## src/rtl/scratch_launch_seq.sv

```systemverilog
module scratch_launch_seq #(
  parameter int AW         = 32,
  parameter int DW         = 32,
  parameter int QW         = 6,
  parameter int CW         = 4,
  parameter int DESC_WORDS = 8,
  parameter int RPTR_BYTES = 8,
  parameter int SCR_OFS    = 8,
  parameter int SIG_OFS    = 16,
  parameter int VAL_OFS    = 8,
  parameter int UNIT_SHIFT = 10
) (
  input  logic          clk,
  input  logic          rst_n,
  input  logic          task_valid,
  output logic          task_ready,
  input  logic [QW-1:0] task_qid,
  input  logic [AW-1:0] task_rptr_addr,
  input  logic [DW-1:0] task_priv_bytes,
  input  logic [CW-1:0] inflight,
  output logic          mem_req,
  output logic          mem_we,
  output logic [AW-1:0] mem_addr,
  output logic [DW-1:0] mem_wdata,
  input  logic          mem_rsp_valid,
  input  logic [DW-1:0] mem_rdata,
  output logic          disp_valid,
  output logic [QW-1:0] disp_qid,
  output logic [AW-1:0] disp_base,
  output logic          busy,
  output logic          err
);
  localparam int WB      = DW / 8;
  localparam int IW      = $clog2(DESC_WORDS + 1);
  localparam int SCR_IDX = SCR_OFS / WB;
  localparam int SIG_IDX = SIG_OFS / WB;
  localparam int LAST    = DESC_WORDS - 1;
  localparam int AVW     = DW + UNIT_SHIFT;

  typedef enum logic [2:0] {S_IDLE, S_OFS, S_DESC, S_CHK, S_RAISE, S_POLL, S_ERR} st_t;

  st_t           st;
  logic [IW-1:0] idx;
  logic [QW-1:0] qid_q;
  logic [AW-1:0] rptr_q, base_q, sig_q;
  logic [DW-1:0] priv_q, scr_q;
  logic [AVW-1:0] avail;
  logic          fits;

  assign avail = {scr_q, {UNIT_SHIFT{1'b0}}};
  assign fits  = AVW'(priv_q) <= avail;

  assign task_ready = st == S_IDLE;
  assign busy       = st != S_IDLE && st != S_ERR;
  assign err        = st == S_ERR;
  assign mem_req    = st == S_OFS || st == S_DESC || st == S_RAISE || st == S_POLL;
  assign mem_we     = st == S_RAISE;
  assign mem_wdata  = (st == S_RAISE) ? DW'(1) : '0;
  assign disp_qid   = qid_q;
  assign disp_base  = base_q;

  always_comb begin
    case (st)
      S_OFS:           mem_addr = rptr_q + AW'(RPTR_BYTES);
      S_DESC:          mem_addr = base_q + AW'(idx) * AW'(WB);
      S_RAISE, S_POLL: mem_addr = sig_q + AW'(VAL_OFS);
      default:         mem_addr = '0;
    endcase
  end

  always_ff @(posedge clk) begin
    if (!rst_n) begin
      st         <= S_IDLE;
      idx        <= '0;
      qid_q      <= '0;
      rptr_q     <= '0;
      base_q     <= '0;
      sig_q      <= '0;
      priv_q     <= '0;
      scr_q      <= '0;
      disp_valid <= 1'b0;
    end else begin
      disp_valid <= 1'b0;
      case (st)
        S_IDLE: if (task_valid) begin
          qid_q  <= task_qid;
          rptr_q <= task_rptr_addr;
          priv_q <= task_priv_bytes;
          st     <= S_OFS;
        end
        S_OFS: if (mem_rsp_valid) begin
          base_q <= rptr_q - AW'(mem_rdata);
          idx    <= '0;
          st     <= S_DESC;
        end
        S_DESC: if (mem_rsp_valid) begin
          if (idx == IW'(SCR_IDX)) scr_q <= mem_rdata;
          if (idx == IW'(SIG_IDX)) sig_q <= AW'(mem_rdata);
          if (idx == IW'(LAST)) st <= S_CHK;
          else idx <= idx + 1'b1;
        end
        S_CHK: begin
          if (fits) begin
            disp_valid <= 1'b1;
            st         <= S_IDLE;
          end else if (inflight > CW'(1)) begin
            st <= S_ERR;
          end else begin
            st <= S_RAISE;
          end
        end
        S_RAISE: if (mem_rsp_valid) st <= S_POLL;
        S_POLL: if (mem_rsp_valid && mem_rdata == '0) begin
          idx <= '0;
          st  <= S_DESC;
        end
        default: st <= S_ERR;
      endcase
    end
  end
endmodule


```

## config.mk

```make
export PLATFORM = sky130hd
export DESIGN_NAME = scratch_launch_seq
export DESIGN_NICKNAME = d
export VERILOG_FILES = /design/src/rtl/scratch_launch_seq.sv
export SDC_FILE = /design/constraint.sdc
export NUM_CORES = 1
export LEC_CHECK = 0
export BUFFER_PORTS_ARGS = -buffer_cell sky130_fd_sc_hd__buf_2
export CORE_ASPECT_RATIO = 0.75
export CORE_MARGIN = 2
export CORE_UTILIZATION = 30
export DETAILED_ROUTE_END_ITERATION = 8
export PLACE_DENSITY = 0.47
export SLEW_MARGIN = 15
export SYNTH_ARGS = -nofsm -noshare
export SYNTH_HDL_FRONTEND = slang
export SYNTH_SLANG_ARGS = --single-unit
```

## constraint.sdc

```tcl
create_clock -name clk -period 9.45 [get_ports clk]
set_clock_uncertainty 0.2 [all_clocks]
set_input_delay 1.4175 -clock clk [delete_from_list [all_inputs] [get_ports clk]]
set_output_delay 1.4175 -clock clk [all_outputs]
set_load 0.05 [all_outputs]
```

**Word-level counts from Yosys, hierarchy flattened**

Cells that the tools add are included.

- Add/sub/neg operators: 5
- $lt $le $gt $ge: 2
- Eq/ne operators: 17
- Multiplexer cells: 17
- Reductions and logical operators: 17

Operator list:

| kind | count |
|---|---|
| 32-bit case mux with 3 select lines | 1 |
| 32-bit by 4-bit adder with 32-bit output, second input constant | 2 |
| 32-bit by 42-bit <= comparator with 1-bit output | 1 |
| 32-bit by 6-bit adder with 32-bit output | 1 |
| 32-bit zero test | 1 |
| 32-bit subtractor | 1 |
| 3-bit two-way mux | 7 |
| 3-bit case mux with 6 select lines | 1 |
| 4-bit two-way mux | 4 |
| 4-bit case mux with 3 select lines | 1 |
| 3-bit == test, second input constant | 3 |
| 4-bit by 3-bit == test with 1-bit output, second input constant | 2 |
| 2-bit != test, second input constant | 4 |
| 3-bit by 2-bit == test with 1-bit output, second input constant | 2 |
| 2-bit by 1-bit != test with 1-bit output, second input constant | 3 |
| 2-bit AND reduction | 3 |
| 3-bit AND reduction | 2 |
| 6-bit AND reduction | 1 |
| 3-bit nonzero test | 2 |
| 5-bit AND reduction | 1 |
| 4-bit by 1-bit adder with 4-bit output, second input constant | 1 |
| 4-bit by 2-bit == test with 1-bit output, second input constant | 1 |
| 4-bit by 1-bit > comparator with 1-bit output, second input constant | 1 |
| 3-bit by 1-bit == test with 1-bit output, second input constant | 1 |
| 7 further kinds | 11 |

- Bits in registers: 174
- Bits of input ports: 110
- Output and inout bits: 108
- Logic and storage cells: 67

**Depth between registers and ports, before layout**

- Word-level depth: 4
- Depth in mapped cells: 13
- Mapped depth without buffers: 10

**Least setup slack after synthesis**

Ideal clock, no wire load.

- Kind: register to output
- Start: register st[1]
- End: output mem_addr[15]
- Data arrival time: 3.159 ns
- Required time: 7.832 ns
- Slack: 4.674 ns
- Cell stages (with the launch flop): 13
- Path buffers: 3
- Cell sequence: dfxtp_1 -> nand2b_4 -> buf_12 -> buf_2 -> buf_1 -> nand2_1 -> nand2_1 -> ha_1 -> nand2b_1 -> or2_2 -> nor3_1 -> xor2_1 -> o22ai_1

- Cells in the longest elaborated chain, start to end: 3
- Elaborated cells between the ends (all ways): 6
- Classes of those cells: eq/ne (4); mux (1); reduce/logical (1)

Ends and longest elaborated chain:

| what | RTL line | source |
|---|---|---|
| start, declared | 42 | `st_t st;` |
| start signal, assigned | 73 | `st <= S_IDLE;` |
| start signal, assigned | 89 | `st <= S_OFS;` |
| start signal, assigned | 94 | `st <= S_DESC;` |
| 3-bit == test | 63 | `case (st)` |
| 2-bit OR reduction | 63 |  |
| 32-bit case mux with 3 select lines (*) | 63 |  |
| end, declared | 23 | `output logic [AW-1:0] mem_addr,` |

Every way passes the cells marked *; elsewhere a longest branch is shown, timed or not.

**Final worst setup path**

- Start: register st[1]
- End: output mem_addr[23]

The elaborated chain is that of the path after synthesis.

==> impl_metrics.yaml <==
sta:
  period_minus_slack_ps: 5950
  period_share_pct: 62.9
  timing_hold_violations_final: 0
  tightest_slew_ps: 1090
  rsz0062_at_grt: "false"
  postLayoutSetupSlackWorst_ps: 3500
  max_slew_margin_pct: 27.1
  fin_hold_ws_ps: 252
  slew_violations: 0
  fmax_mhz: 168
  tns_ps: 0
  finalSetupViolCount: 0
clock_tree:
  clk_pin_slew_ps: 70
  cts-root-buf: "clkbuf_16"
  cts_hold_buffers: 0
  cts_resized: 0
  post_cts.repair.setup_buffers: 0
  clockBufferDepth: 2
  clkSinkCount: 174
  clk_latency_ps: 450
  h-tree-depth: 4
  tritoncts: "yes"
  numCtsBuffers: 17
pwr:
  p_switching_mw: 0.709
  peakVddDrop_uv: 132
  power_mw: 2.12
  power.internal_mw: 1.41
  seqPwrFrac_pct: 38.3
  powerDensity_nw_per_um2: 165
  swShare_pct: 33.4
  leakagePower_nw: 5.39
  comb_power_share_pct: 23.7
  clkPwrFrac_pct: 38.0
detailed_routing:
  highest_layer: "met5"
  ant_nets: 0
  drc: 0
  dr_wl_met2_um: 16600
  drtIter0Drc: 793
  drt-total-wl_um: 37400
  vias_per_cell: 5.11
  met1Wirelength_um: 18100
  wire_per_inst_um: 17.8
  wl_met3_um: 2250
  drt_pass1_iterations: 5
  via_count: 10726
worst_setup_path:
  startpoint: "st[1]$_SDFFE_PN0P_"
  reg2regPathDepth: 8
  end_kind: "primary output"
  worstSetupPathType: "flop to primary output"
  worstPathArrival_ps: 4330
  reg2reg_from: "rptr_q[4]$_SDFFE_PN0P_"
  required_ps: 7830
  cp-start-kind: "flop"
  path_max_fanout: 39
global_route:
  overflow: 0
  grt_use_total_pct: 19.4
  antenna_found_initial: 6
  grt_max_degree: 101
  grt_first_pass_wirelength_um: 57000
  grt_pass1_vias: 10124
synthesis:
  synth-seq-cells: 174
  synth.distinct_cells: 77
  synth.area.top_cells: "dfxtp_1 (32%), nand2_1 (12%), a21oi_1 (8.7%)"
  synth.top_cell.area_share_pct: 31.6
  ys_seq_area_share_pct: 31.6
  synth_edf_count: 0
  avgSynthCellArea_um2: 7.41
  syn_area_um2: 11000
  yosys.area.top_type: "dfxtp_1"
  synthArstFlopShare_pct: 0
  synthFlopType: "dfxtp_1"
  postSynthCellCount: 1486
  yosysWarnings: 0
floorplanning:
  ios: 218
  coreArea_um2: 36000
  floorplan.initialDensity_pct: 30.5
  core.rowCount: 60
  die_h_um: 170
  fp.dieW_um: 225
  dieArea_um2: 38300
finish:
  drive_above_1_share_pct: 15.0
  syn2layout_area_growth_pct: 16.3
  fill_cells: 3928
  finalNetCount: 1790
hold_path:
  holdPathStages: 2
  hp-class: "flop to flop"
  holdCritStartpoint: "disp_qid[5]$_SDFFE_PN0P_"
placed_design:
  place_ws_ps: 4000
  gp_congestion: 0.877
  dp_hpwl_um: 28700
  io_buffer_count: 185
status:
  outcome: "complete, no violations"
job:
  maxCapViolations: 0
[power by group through the flow]
stage / Combinational, mW / Sequential [mW] / Clock [mW]
floorplan: 0.343 / 0.846 / 0
global placement: 0.501 / 0.827 / 0
detailed placement: 0.504 / 0.827 / 0
CTS: 0.506 / 0.811 / 0.824
global route: 0.552 / 0.816 / 0.852
finish: 0.503 / 0.810 / 0.805
[through the flow]
stage | utilization (%) | cells | area (um^2)
global placement | 33.6 | 2063 | 12100
detailed placement | 33.6 | 2063 | 12100
global route | 35.5 | 2096 | 12800
finish | 35.5 | 2100 | 12800
CTS | 35.5 | 2095 | 12800
floorplan | - | 1516 | 11100
[critical path: stages, from the launching register on]
cell	delay, ps
dfxtp_1	850
nand2b_4	690
a31oi_1	340
or3_1	530
nor4_4	520
nand2_1	130
xnor2_1	150
o22ai_1	300
buf_2	340
[per-layer routing]
metal | vias up | track usage, %
met2 | 298 | 30.4
li1 | 5315 | -
met1 | 5079 | 26.7
met3 | 32 | 4.54
met4 | 2 | 4.78
met5 | - | 0
[final cells by class]
type / count / area (um^2) / area share, %
Timing Repair Buffer: 193 / 986 / 7.70
Multi-Input combinational cell: 1158 / 6800 / 53.1
Clock inverter: 13 / 210 / 1.64
Antenna cell: 5 / 12.5 / 0.0977
Tap cell: 465 / 582 / 4.55
Inverter: 73 / 277 / 2.16
Sequential cell: 174 / 3480 / 27.2
Clock buffer: 19 / 453 / 3.54
[logic make-up after synthesis]
kind of cell | share of synthesized area (%)
buf+inv | 7.66
fa+ha+maj | 7.30
compound gates | 19.6
other cells | 0.0341
simple gates | 24.4
xor+xnor | 6.05
flops | 31.6
mux | 3.25
[flip-flops by register name, summed over array words and instances (netlist names)]
name        flops
scr_q          32
sig_q          32
st              3
disp_valid      1
rptr_q         32
disp_qid        6
idx             4
disp_base      32
priv_q         32
[final timing paths]
| check | endpoint | slack [ps] |
|---|---|---|
| setup / recovery | mem_addr[23] | 3500 |
| hold / removal | disp_qid[5]$_SDFFE_PN0P_ | 250 |
| setup reg to reg | disp_base[28]$_SDFFE_PN0P_ | 6070 |
| hold reg to reg | disp_qid[5]$_SDFFE_PN0P_ | 250 |
[cells in the final DEF (no fill, tap or decap), types with 6 or more instances in the layout]
cell,count
a31oi_1,12
ha_1,61
nand2_1,365
buf_2,185
buf_4,8
nor2_1,63
xor2_1,28
a211oi_1,6
dfxtp_1,174
conb_1,31
nor4_1,12
o21a_1,10
xnor2_1,48
nand2b_1,11
clkbuf_16,17
a21oi_1,192
o21ai_0,35
and3_1,6
o22ai_1,27
nand3_1,35
mux2i_1,32
or3_1,11
inv_1,72
nor3_1,14
nor2b_1,13
a21o_1,28
nand4_1,21
[synthesized netlist by cell type, types with 5 or more instances]
master      n
ha_1       61
xor2_1     28
dfxtp_1   174
inv_1      72
a211oi_1    6
and4_1      6
a21o_1     28
nor2b_1    13
nor3_1     14
nand4_1    21
and4b_1     5
nor2_1     63
nand2_1   366
mux2i_1    32
and2_1      5
a21oi_1   192
xnor2_1    48
clkbuf_1   68
buf_2       7
o31ai_1     5
nand2b_1   11
a31oi_1    12
buf_4      32
o22ai_1    27
nor4_1     12
nand3_1    35
o21a_1     10
o21ai_0    35
and3_1      6
or3_1      11
Note: power is estimated with default switching activity, not from simulation.
